[config.mk]
export PLATFORM = sky130hd
export DESIGN_NAME = grp_irq_ctrl
export DESIGN_NICKNAME = d
export VERILOG_FILES = /design/src/rtl/grp_irq_pkg.sv /design/src/rtl/grp_irq_regs.sv /design/src/rtl/grp_irq_detect.sv /design/src/rtl/grp_irq_arb.sv /design/src/rtl/grp_irq_ctrl.sv
export SDC_FILE = /design/constraint.sdc
export NUM_CORES = 1
export LEC_CHECK = 0
export BUFFER_PORTS_ARGS = -buffer_cell sky130_fd_sc_hd__buf_2
export CAP_MARGIN = 0
export CORE_MARGIN = 5
export CORE_UTILIZATION = 35
export CTS_CLUSTER_DIAMETER = 40
export DETAILED_ROUTE_END_ITERATION = 8
export PLACE_DENSITY = 0.61
export RECOVER_POWER = 50
export SYNTH_ARGS = -nofsm -noshare
export SYNTH_HDL_FRONTEND = slang
export SYNTH_SLANG_ARGS = --single-unit
export TNS_END_PERCENT = 50
[constraint.sdc]
create_clock -name clk -period 4.3 [get_ports clk]
set_input_delay 0.215 -clock clk [delete_from_list [all_inputs] [get_ports clk]]
set_output_delay 0.215 -clock clk [all_outputs]
set_load 0.05 [all_outputs]
[src/rtl/grp_irq_pkg.sv]
`timescale 1ns/1ps
package grp_irq_pkg;
  localparam int LVL_W = 2;
  localparam int NLVL  = 1 << LVL_W;
  typedef logic [LVL_W-1:0] lvl_t;
endpackage

[src/rtl/grp_irq_regs.sv]
`timescale 1ns/1ps
module grp_irq_regs #(
  parameter int NSRC = 23,
  parameter int NGRP = 6,
  parameter int DW   = 8,
  parameter int AW   = 4
) (
  input  logic            clk,
  input  logic            rst_n,
  input  logic            we_i,
  input  logic [AW-1:0]   addr_i,
  input  logic [DW-1:0]   wdata_i,
  output logic [DW-1:0]   rdata_o,
  input  logic            ge_clr_i,
  input  logic            ge_set_i,
  output logic            ge_o,
  output logic [NSRC-1:0] en_o,
  output logic [NSRC-1:0] edge_o,
  output logic [NGRP-1:0] plo_o,
  output logic [NGRP-1:0] phi_o
);
  localparam int NBANK  = (NSRC + NGRP - 1) / NGRP;
  localparam int NTB    = (NSRC + DW - 1) / DW;
  localparam int PLO_A  = NBANK;
  localparam int PHI_A  = NBANK + 1;
  localparam int TRIG_A = NBANK + 2;

  logic [NSRC-1:0] en_q, en_d, tr_q, tr_d;
  logic [NGRP-1:0] plo_q, plo_d, phi_q, phi_d;
  logic            ge_q, ge_d;
  int              a;

  assign a = int'(addr_i);

  always_comb begin
    en_d  = en_q;
    tr_d  = tr_q;
    plo_d = plo_q;
    phi_d = phi_q;
    ge_d  = ge_q;
    if (ge_set_i) ge_d = 1'b1;
    if (ge_clr_i) ge_d = 1'b0;
    if (we_i) begin
      if (a < NBANK) begin
        for (int b = 0; b < NGRP; b++)
          if (a * NGRP + b < NSRC) en_d[a * NGRP + b] = wdata_i[b];
        if (a == 0) ge_d = wdata_i[DW-1];
      end else if (a == PLO_A) begin
        plo_d = wdata_i[NGRP-1:0];
      end else if (a == PHI_A) begin
        phi_d = wdata_i[NGRP-1:0];
      end else if (a >= TRIG_A && a < TRIG_A + NTB) begin
        for (int b = 0; b < DW; b++)
          if ((a - TRIG_A) * DW + b < NSRC) tr_d[(a - TRIG_A) * DW + b] = wdata_i[b];
      end
    end
  end

  always_comb begin
    rdata_o = '0;
    if (a < NBANK) begin
      for (int b = 0; b < NGRP; b++)
        if (a * NGRP + b < NSRC) rdata_o[b] = en_q[a * NGRP + b];
      if (a == 0) rdata_o[DW-1] = ge_q;
    end else if (a == PLO_A) begin
      rdata_o[NGRP-1:0] = plo_q;
    end else if (a == PHI_A) begin
      rdata_o[NGRP-1:0] = phi_q;
    end else if (a >= TRIG_A && a < TRIG_A + NTB) begin
      for (int b = 0; b < DW; b++)
        if ((a - TRIG_A) * DW + b < NSRC) rdata_o[b] = tr_q[(a - TRIG_A) * DW + b];
    end
  end

  always_ff @(posedge clk or negedge rst_n) begin
    if (!rst_n) begin
      en_q  <= '0;
      tr_q  <= '0;
      plo_q <= '0;
      phi_q <= '0;
      ge_q  <= 1'b0;
    end else begin
      if (we_i) begin
        en_q  <= en_d;
        tr_q  <= tr_d;
        plo_q <= plo_d;
        phi_q <= phi_d;
      end
      if (we_i || ge_set_i || ge_clr_i) ge_q <= ge_d;
    end
  end

  assign ge_o   = ge_q;
  assign en_o   = en_q;
  assign edge_o = tr_q;
  assign plo_o  = plo_q;
  assign phi_o  = phi_q;
endmodule

[src/rtl/grp_irq_detect.sv]
`timescale 1ns/1ps
module grp_irq_detect #(
  parameter int N = 24
) (
  input  logic         clk,
  input  logic         rst_n,
  input  logic [N-1:0] line_i,
  input  logic [N-1:0] edge_mode_i,
  input  logic [N-1:0] clr_i,
  output logic [N-1:0] pend_o
);
  for (genvar i = 0; i < N; i++) begin : g_line
    logic prev_q, flag_q, flag_d, rise;
    assign rise = line_i[i] & ~prev_q;
    always_comb begin
      if (edge_mode_i[i]) flag_d = (flag_q & ~clr_i[i]) | rise;
      else                flag_d = 1'b0;
    end
    always_ff @(posedge clk or negedge rst_n) begin
      if (!rst_n) begin
        prev_q <= 1'b0;
        flag_q <= 1'b0;
      end else begin
        prev_q <= line_i[i];
        flag_q <= flag_d;
      end
    end
    assign pend_o[i] = edge_mode_i[i] ? flag_q : line_i[i];
  end
endmodule

[src/rtl/grp_irq_arb.sv]
`timescale 1ns/1ps
module grp_irq_arb
  import grp_irq_pkg::*;
#(
  parameter int NSRC  = 23,
  parameter int NGRP  = 6,
  parameter int IDX_W = 5
) (
  input  logic [NSRC-1:0]  elig_i,
  input  logic [NGRP-1:0]  plo_i,
  input  logic [NGRP-1:0]  phi_i,
  output logic             any_o,
  output logic [IDX_W-1:0] idx_o,
  output lvl_t             lvl_o
);
  logic [NSRC-1:0] hit [NLVL];
  logic [NLVL-1:0] lvl_any;
  logic [NSRC-1:0] sel;

  for (genvar i = 0; i < NSRC; i++) begin : g_src
    lvl_t src_lvl;
    assign src_lvl = {phi_i[i % NGRP], plo_i[i % NGRP]};
    for (genvar l = 0; l < NLVL; l++) begin : g_lvl
      assign hit[l][i] = elig_i[i] && (src_lvl == lvl_t'(l));
    end
  end

  for (genvar l = 0; l < NLVL; l++) begin : g_any
    assign lvl_any[l] = |hit[l];
  end

  always_comb begin
    any_o = |lvl_any;
    lvl_o = '0;
    for (int l = 0; l < NLVL; l++)
      if (lvl_any[l]) lvl_o = lvl_t'(l);
    sel   = hit[lvl_o];
    idx_o = '0;
    for (int i = NSRC - 1; i >= 0; i--)
      if (sel[i]) idx_o = IDX_W'(i);
  end
endmodule

[src/rtl/grp_irq_ctrl.sv]
`timescale 1ns/1ps
module grp_irq_ctrl
  import grp_irq_pkg::*;
#(
  parameter int NSRC = 23,
  parameter int NGRP = 6,
  parameter int DW   = 8,
  parameter int AW   = 4,
  parameter int VW   = $clog2(NSRC + 1)
) (
  input  logic            clk,
  input  logic            rst_n,
  input  logic [NSRC-1:0] src_i,
  input  logic            nmi_i,
  input  logic            reg_we_i,
  input  logic [AW-1:0]   reg_addr_i,
  input  logic [DW-1:0]   reg_wdata_i,
  output logic [DW-1:0]   reg_rdata_o,
  input  logic            ack_i,
  input  logic            ret_i,
  output logic            irq_o,
  output logic [VW-1:0]   vec_o,
  output logic [1:0]      lvl_o
);
  localparam logic [VW-1:0] NMI_V = VW'(NSRC);

  logic            ge, any, ack_hit, take, nmi_ok, msk_ok;
  logic [NSRC-1:0] en, trig, elig;
  logic [NGRP-1:0] plo, phi;
  logic [NSRC:0]   pend, clr;
  logic [VW-1:0]   best_idx;
  lvl_t            best_lvl;
  logic [2:0]      cur;

  logic            irq_q, irq_d;
  logic [VW-1:0]   vec_q, vec_d;
  lvl_t            lvl_q, lvl_d;
  logic [NLVL-1:0] isr_q;
  logic            nmi_isr_q;
  logic [NLVL:0]   stk, stk_d;

  assign ack_hit = irq_q && ack_i;

  grp_irq_regs #(.NSRC(NSRC), .NGRP(NGRP), .DW(DW), .AW(AW)) u_regs (
    .clk(clk), .rst_n(rst_n),
    .we_i(reg_we_i), .addr_i(reg_addr_i), .wdata_i(reg_wdata_i), .rdata_o(reg_rdata_o),
    .ge_clr_i(ack_hit), .ge_set_i(ret_i), .ge_o(ge),
    .en_o(en), .edge_o(trig), .plo_o(plo), .phi_o(phi)
  );

  for (genvar i = 0; i <= NSRC; i++) begin : g_clr
    assign clr[i] = ack_hit && (vec_q == VW'(i));
  end

  grp_irq_detect #(.N(NSRC + 1)) u_det (
    .clk(clk), .rst_n(rst_n),
    .line_i({nmi_i, src_i}), .edge_mode_i({1'b1, trig}),
    .clr_i(clr), .pend_o(pend)
  );

  assign elig = pend[NSRC-1:0] & en & {NSRC{ge}};

  grp_irq_arb #(.NSRC(NSRC), .NGRP(NGRP), .IDX_W(VW)) u_arb (
    .elig_i(elig), .plo_i(plo), .phi_i(phi),
    .any_o(any), .idx_o(best_idx), .lvl_o(best_lvl)
  );

  assign stk = {nmi_isr_q, isr_q};

  always_comb begin
    cur = 3'd0;
    for (int b = 0; b <= NLVL; b++)
      if (stk[b]) cur = 3'(b + 1);
  end

  assign nmi_ok = pend[NSRC] && !nmi_isr_q;
  assign msk_ok = any && (({1'b0, best_lvl} + 3'd1) > cur);
  assign take   = !irq_q && (nmi_ok || msk_ok);

  always_comb begin
    stk_d = stk;
    if (ret_i) begin
      for (int b = NLVL; b >= 0; b--)
        if (stk[b] && (stk_d == stk)) stk_d[b] = 1'b0;
    end
    if (ack_hit) begin
      if (vec_q == NMI_V) stk_d[NLVL] = 1'b1;
      else                stk_d[lvl_q] = 1'b1;
    end
  end

  always_comb begin
    irq_d = irq_q;
    vec_d = vec_q;
    lvl_d = lvl_q;
    if (ack_hit) begin
      irq_d = 1'b0;
    end else if (take) begin
      irq_d = 1'b1;
      if (nmi_ok) begin
        vec_d = NMI_V;
        lvl_d = lvl_t'(NLVL - 1);
      end else begin
        vec_d = best_idx;
        lvl_d = best_lvl;
      end
    end
  end

  always_ff @(posedge clk or negedge rst_n) begin
    if (!rst_n) begin
      irq_q     <= 1'b0;
      vec_q     <= '0;
      lvl_q     <= '0;
      isr_q     <= '0;
      nmi_isr_q <= 1'b0;
    end else begin
      if (ack_hit || take) begin
        irq_q <= irq_d;
        vec_q <= vec_d;
        lvl_q <= lvl_d;
      end
      if (ack_hit || ret_i) begin
        isr_q     <= stk_d[NLVL-1:0];
        nmi_isr_q <= stk_d[NLVL];
      end
    end
  end

  assign irq_o = irq_q;
  assign vec_o = vec_q;
  assign lvl_o = lvl_q;
endmodule

==> impl_metrics.json, run 1 <==
{
  "wire_per_inst_um": 22.5,
  "worst-path-stages": 14,
  "layout_common_cells": "120 x dfrtp_1, 116 x nand2_1, 75 x nor2_1, 58 x mux2_2, 56 x o21ai_0",
  "totalNegativeSetupSlack_ps": 0,
  "final_hold_viol_count": 0,
  "final_common_cell": "dfrtp_1",
  "slew_viol_final": 60,
  "final_util": 0.422,
  "endpoint_kind": "flip-flop",
  "skew_ps": 21.5,
  "status": "finished, violations left",
  "final_nets": 1128,
  "grt_pass1_vias": 8060,
  "drc": 0,
  "antenna_found_initial": 0,
  "fillers": 2441,
  "num_rows": 57,
  "cts-root-buf": "clkbuf_16",
  "setup_viol": 0,
  "layout.cells.non_filler": 1400,
  "crit_top_cell": "nor4b_1",
  "worstMarginPinSlew_ps": 3310,
  "path_max_fanout": 14,
  "die_w_um": 168,
  "gr-usage-all-layers": 0.223,
  "netlist_instances": 972,
  "synth-main-ff-cell": "dfrtp_1",
  "finalCritPeriodShare": 0.928,
  "hold_ws_ps": 88.3,
  "drt_iter0_markers": 1110,
  "min_path_type": "input pin to flip-flop",
  "die_area_mm2": 0.0281,
  "place_area_mm2": 0.00949,
  "grt_overflow": 0,
  "area_growth_pct": 18.1,
  "cts.sinks": 120,
  "place_inst": 1342,
  "synth_warnings": 0,
  "worstPathCellList": "dlygate4sd3_1 -> clkbuf_1 -> mux2_1 -> nor4b_1 -> nor4b_1 -> nand4_1 -> nor3_4 -> buf_4 -> nand2_2 -> o22ai_1 -> a21boi_0 -> a2111o_1 -> o211a_1 -> o31a_1",
  "rsz0062_at_grt": "no",
  "h-tree-depth": 4,
  "grt.busiest_layer": "met2",
  "vias": 8361,
  "coreArea_mm2": 0.0244,
  "use_met1": 0.311,
  "synth_area_per_cell_um2": 8.96,
  "leakage_uw": 0.00427,
  "max_cap_viol_count": 1,
  "met3_usage": 0.0488,
  "initial_core_util": 0.357,
  "cts_buffers": 17,
  "synth-seq-cells": 120,
  "violations": "capacitance limit, slew limit",
  "grt_max_degree": 60,
  "crit_required_ps": 4610,
  "ys_async_sr_fraction": 1.00,
  "pin_count": 57,
  "max_stage_delay_ps": 540,
  "synthTopCellsByArea": "dfrtp_1 34%, mux2_2 7.5%, mux2i_1 5.9%",
  "ant_nets": 0,
  "final_area_mm2": 0.0103,
  "synth_cell_types": 78,
  "ir_worst_vdd_v": 0.000297,
  "use_met2": 0.347,
  "ff2ff_path_depth": 11,
  "synth_edf_count": 0,
  "drive_above_1_share": 0.166,
  "clock.fmax_mhz": 251,
  "num_antenna_cells": 0,
  "min_path_cells": 2,
  "cts_tree": "yes",
  "syn-num-nets": 1037,
  "drt-vias-per-instance": 5.97,
  "critPathTopFamily": "compound AO/OA/AOI/OAI gates",
  "setup.worst_path.start_class": "input pin",
  "period_needed_ps": 3990,
  "gp_congestion": 1.00,
  "critical_path_class": "input pin to flip-flop",
  "portBuffers": 56,
  "cts_buffer_depth": 2,
  "crit_path_top_delay_cell": "dlygate4sd3_1",
  "path_clk_slew_ps": 60,
  "cp.arrival_ps": 4300,
  "syn_area_mm2": 0.00871,
  "yosysSeqAreaShare": 0.345,
  "path_buf_inv": 3,
  "chipHeight_um": 168,
  "yosys.area.top_type": "dfrtp_1",
  "dr.pass1.iters": 6,
  "drt-total-wl_um": 31500,
  "p_per_area_mw_per_mm2": 550,
  "timing.slew.headroom": -1.20,
  "clk_latency_ps": 430,
  "grt_pass1_wl_um": 48900,
  "synth_top_area_frac": 0.345,
  "hpwlAfterDp_um": 23600
}
final cells by class:
| cell class | count | area [um2] | area share |
|---|---|---|---|
| repair buffers | 123 | 808 | 0.0786 |
| clock inverters | 12 | 118 | 0.0114 |
| flip-flops and latches | 120 | 3000 | 0.292 |
| multi-input cells | 771 | 5380 | 0.523 |
| clock buffers | 20 | 457 | 0.0444 |
| well taps | 324 | 405 | 0.0394 |
| inverters | 30 | 113 | 0.0110 |
Yosys cell counts (all sizes together) (26+ instances only):
master,count
clkbuf,35
dfrtp,120
nand3,50
inv,29
o21ai,56
mux2,59
mux2i,51
a31oi,26
nand2b,28
a21boi,26
a21oi,28
nand2,117
nor2,77
metal layers:
layer | wire, um | share of wire
met2 | 14200 | 0.45
met3 | 2640 | 0.084
met4 | 942 | 0.030
met1 | 13700 | 0.43
met5 | 0 | 0
logic make-up (layout without fill, tap and decap cells):
family / count (synthesis) / count (layout) / share of synthesized area
and+or+nand+nor: 362 / 362 / 0.204
AOI/OAI and AO/OA: 253 / 253 / 0.200
muxes: 123 / 123 / 0.169
DFF: 120 / 120 / 0.345
buffers and inverters: 81 / 185 / 0.0376
adders and majority gates: 24 / 24 / 0.0354
xor gates and xnor gates: 9 / 9 / 0.00905
final timing paths:
check | to | slack, ps | from
worst max register to register | vec_o[0] | 350 | u_regs.edge_o[15]
min in group asynchronous | u_det.g_line[2].flag_q | 1440 | rst_n
worst max-delay path | vec_o[0] | 310 | src_i[4]
max in group asynchronous | u_regs.plo_o[1] | 830 | rst_n
worst min-delay path | u_regs.edge_o[14] | 90 | reg_wdata_i[6]
worst min register to register | u_det.g_line[23].flag_q | 440 | u_det.g_line[23].prev_q
stage by stage:
| step | power (uW) | setup WS (ps) |
|---|---|---|
| 4_1_cts | 5620 | 330 |
| 3_3_place_gp | 4170 | 400 |
| 3_5_place_dp | 4180 | 366 |
| 6_report | 5650 | 308 |
| 5_1_grt | 5960 | 10.1 |
| 2_1_floorplan | 3330 | 714 |
state kept, by name, indices dropped and copies added, names as in the netlist:
signal               flops
u_det.g_line.prev_q     24
isr_q                    4
lvl_o                    2
u_regs.phi_o             6
u_regs.en_o             23
irq_o                    1
u_det.g_line.flag_q     24
u_regs.edge_o           23
u_regs.plo_o             6
u_regs.ge_o              1
nmi_isr_q                1
vec_o                    5
timing repair:
action                                 in CTS  in global routing
buffers inserted                            0                  0
endpoints found under the hold margin      82                  0
resized for setup                           0                  1
setup endpoints to repair                   0                  5
hold buffers                               26                  0
report_power, final:
part	internal, uW	switching (uW)
Sequential	1320	312
Combinational	1020	1590
Clock	832	581
No activity file was read; power rests on OpenSTA's default activity.
==> run 2, diff against run 1 <==
Settings changed: ABC_AREA set to 1.
==> run 2 against run 1 <==
The run still ends with capacitance limit, slew limit left; total power increased by 18%; area after synthesis grew 8.8%; non-clock buffer count shrank 19; first-iteration DRC count shrank 14%; utilization decreased by 1.1 points; via count increased by 23%; die area is 8.3% higher; critical path type is now flip-flop to flip-flop; largest cell class unchanged.
==> impl_metrics.json, run 2 <==
{
  "netlist_instances": 1462,
  "max_stage_delay_ps": 570,
  "switching_share": 0.494,
  "grt_pass1_wl_um": 60100,
  "cts_buffer_depth": 2,
  "pwr-share-clk": 0.235,
  "yosysMostFrequentCell": "nand2_1",
  "num_antenna_cells": 0,
  "p_seq_frac": 0.241,
  "area_growth_pct": 16.2,
  "die_area_mm2": 0.0305,
  "slew_viol_final": 121,
  "status": "finished, violations left",
  "period_needed_ps": 3830,
  "finalCritPeriodShare": 0.891,
  "cts-root-buf": "clkbuf_16",
  "synth_commonest_cells": "361 x nand2_1, 213 x inv_1, 164 x nor2_1",
  "synth_area_per_cell_um2": 6.48,
  "synth_xor_area_frac": 0.000925,
  "antenna_found_initial": 0,
  "min_path_type": "input pin to flip-flop",
  "gp_congestion": 1.04,
  "worstMarginPinSlew_ps": 3040,
  "wire_per_inst_um": 20.8,
  "skew_ps": 11.3,
  "grt_max_degree": 121,
  "vias": 10300,
  "drt_iter0_markers": 951,
  "largestRegisters": "u_det.g_line.flag_q (24), u_det.g_line.prev_q (24)",
  "initial_core_util": 0.353,
  "grt_pass1_vias": 9791,
  "clk_latency_ps": 420,
  "drt-total-wl_um": 39600,
  "synth_cell_types": 56,
  "die_w_um": 175,
  "timing.slew.headroom": -1.02,
  "violations": "capacitance limit, slew limit",
  "drt-vias-per-instance": 5.41,
  "yosys.area.top_type": "dfrtp_1",
  "setup.worst_path.start_class": "flip-flop",
  "synth-main-ff-cell": "dfrtp_1",
  "synth-adder-area-share": 0.0325,
  "critical_path_class": "flip-flop to flip-flop",
  "path_max_fanout": 23,
  "drive_above_1_share": 0.0980,
  "synth-seq-cells": 120,
  "final_common_cell": "nand2_1",
  "max_cap_viol_count": 1,
  "ant_nets": 0,
  "syn_area_mm2": 0.00947,
  "layout_setup_ws_ps": 467,
  "gr-usage-all-layers": 0.258,
  "ir_worst_vdd_v": 0.000265,
  "chipHeight_um": 175,
  "internal_power_uw": 3380,
  "synth_compound_area_frac": 0.210,
  "synthSimpleGateAreaFrac": 0.326,
  "combPwrFrac": 0.524,
  "cp.arrival_ps": 4140,
  "setup_viol": 0,
  "fin_total_pwr_uw": 6670,
  "crit_top_cell": "nand2_1",
  "clock.fmax_mhz": 261,
  "cts_tree": "yes",
  "synth_top_family_by_area": "simple AND/OR/NAND/NOR gates",
  "yosysSeqAreaShare": 0.317,
  "synth_top_area_frac": 0.317,
  "path_clk_slew_ps": 60,
  "num_rows": 60,
  "h-tree-depth": 4,
  "grt_overflow": 0,
  "synth_warnings": 0,
  "synth_edf_count": 0,
  "coreArea_mm2": 0.0268,
  "rsz0062_at_grt": "no",
  "dp_slack_ps": 389,
  "leakage_uw": 0.00531,
  "crit_path_top_delay_cell": "dfrtp_2",
  "hold_ws_ps": 46.5,
  "switchingPower_uw": 3290,
  "pin_count": 57,
  "cts.sinks": 120,
  "synthTopCellsByArea": "dfrtp_1 32%, nand2_1 14%, inv_1 8.4%",
  "dr.pass1.iters": 6,
  "totalNegativeSetupSlack_ps": 0,
  "ys_async_sr_fraction": 1.00,
  "layout_common_cells": "361 x nand2_1, 213 x inv_1, 164 x nor2_1, 139 x o21ai_0, 119 x dfrtp_1",
  "drc": 0,
  "p_per_area_mw_per_mm2": 605,
  "cts_buffers": 17,
  "final_hold_viol_count": 0,
  "synthMuxAreaShare": 0,
  "hpwlAfterDp_um": 31800,
  "crit_required_ps": 4610,
  "endpoint_kind": "flip-flop",
  "portBuffers": 56,
  "syn-num-nets": 1527,
  "final_nets": 1613
}
run 2: repair_timing:
item,CTS,global route
gates resized for setup,0,1
setup endpoints to repair,0,1
setup buffers,0,0
hold endpoints to repair,144,0
hold buffers,25,0
run 2: cells by family (layout without fill, tap and decap cells):
| group | Yosys count | count (layout) |
|---|---|---|
| buffers and inverters | 272 | 371 |
| AND/OR/NAND/NOR | 710 | 710 |
| AO/OA/AOI/OAI | 335 | 335 |
| adder cells (fa/ha/maj) | 24 | 24 |
| flip-flops | 120 | 120 |
| XOR/XNOR | 1 | 1 |
run 2: stage by stage:
stage | util | cells | instance area [um2]
after floorplan | - | 1462 | 9470
after global placement | 0.380 | 1845 | 10200
after detailed placement | 0.380 | 1845 | 10200
after CTS | 0.412 | 1902 | 11100
after global routing | 0.411 | 1902 | 11000
final | 0.411 | 1902 | 11000
run 2: path summary, 6_finish.rpt:
check / cells past startpoint / end / slack, ps / startpoint
worst min register to register: 1 / u_det.g_line[23].flag_q / 430 / u_det.g_line[23].prev_q
max in group asynchronous: 3 / u_regs.ge_o / 900 / rst_n
min in group asynchronous: 3 / isr_q[0] / 1360 / rst_n
worst max register to register: 31 / vec_o[0] / 470 / u_regs.ge_o
worst min-delay path: 2 / irq_o / 50 / ack_i
worst max-delay path: 31 / vec_o[0] / 470 / u_regs.ge_o
run 2: area by class of cell:
class	instances	area, um2
timing repair buffer	104	674
sequential	120	3000
fill	2860	15800
clock inverter	14	199
tap	341	427
multi-input combinational	1070	5390
inverter	235	882
clock buffer	18	429
run 2: power groups by stage:
stage / Combinational [uW] / Clock [uW] / Sequential (uW)
after floorplan: 2400 / 0 / 1570
after global placement: 3420 / 0 / 1600
after detailed placement: 3400 / 0 / 1610
after CTS: 3440 / 1590 / 1590
after global routing: 3830 / 1630 / 1630
final: 3500 / 1570 / 1600
run 2: critical path, delay by kind of cell (launching register included):
kind,cells,cell delay [ps]
compound gates,2,500
buf+inv,2,250
flops,1,570
simple gates,27,2360
run 2: metal layers:
| metal | up-vias | wire length (um) | global-route usage |
|---|---|---|---|
| met5 | - | 0 | 0 |
| met4 | 0 | 2010 | 0.119 |
| met3 | 87 | 2530 | 0.0363 |
| met2 | 428 | 18400 | 0.422 |
| met1 | 4780 | 16600 | 0.337 |
| li1 | 4991 | - | - |
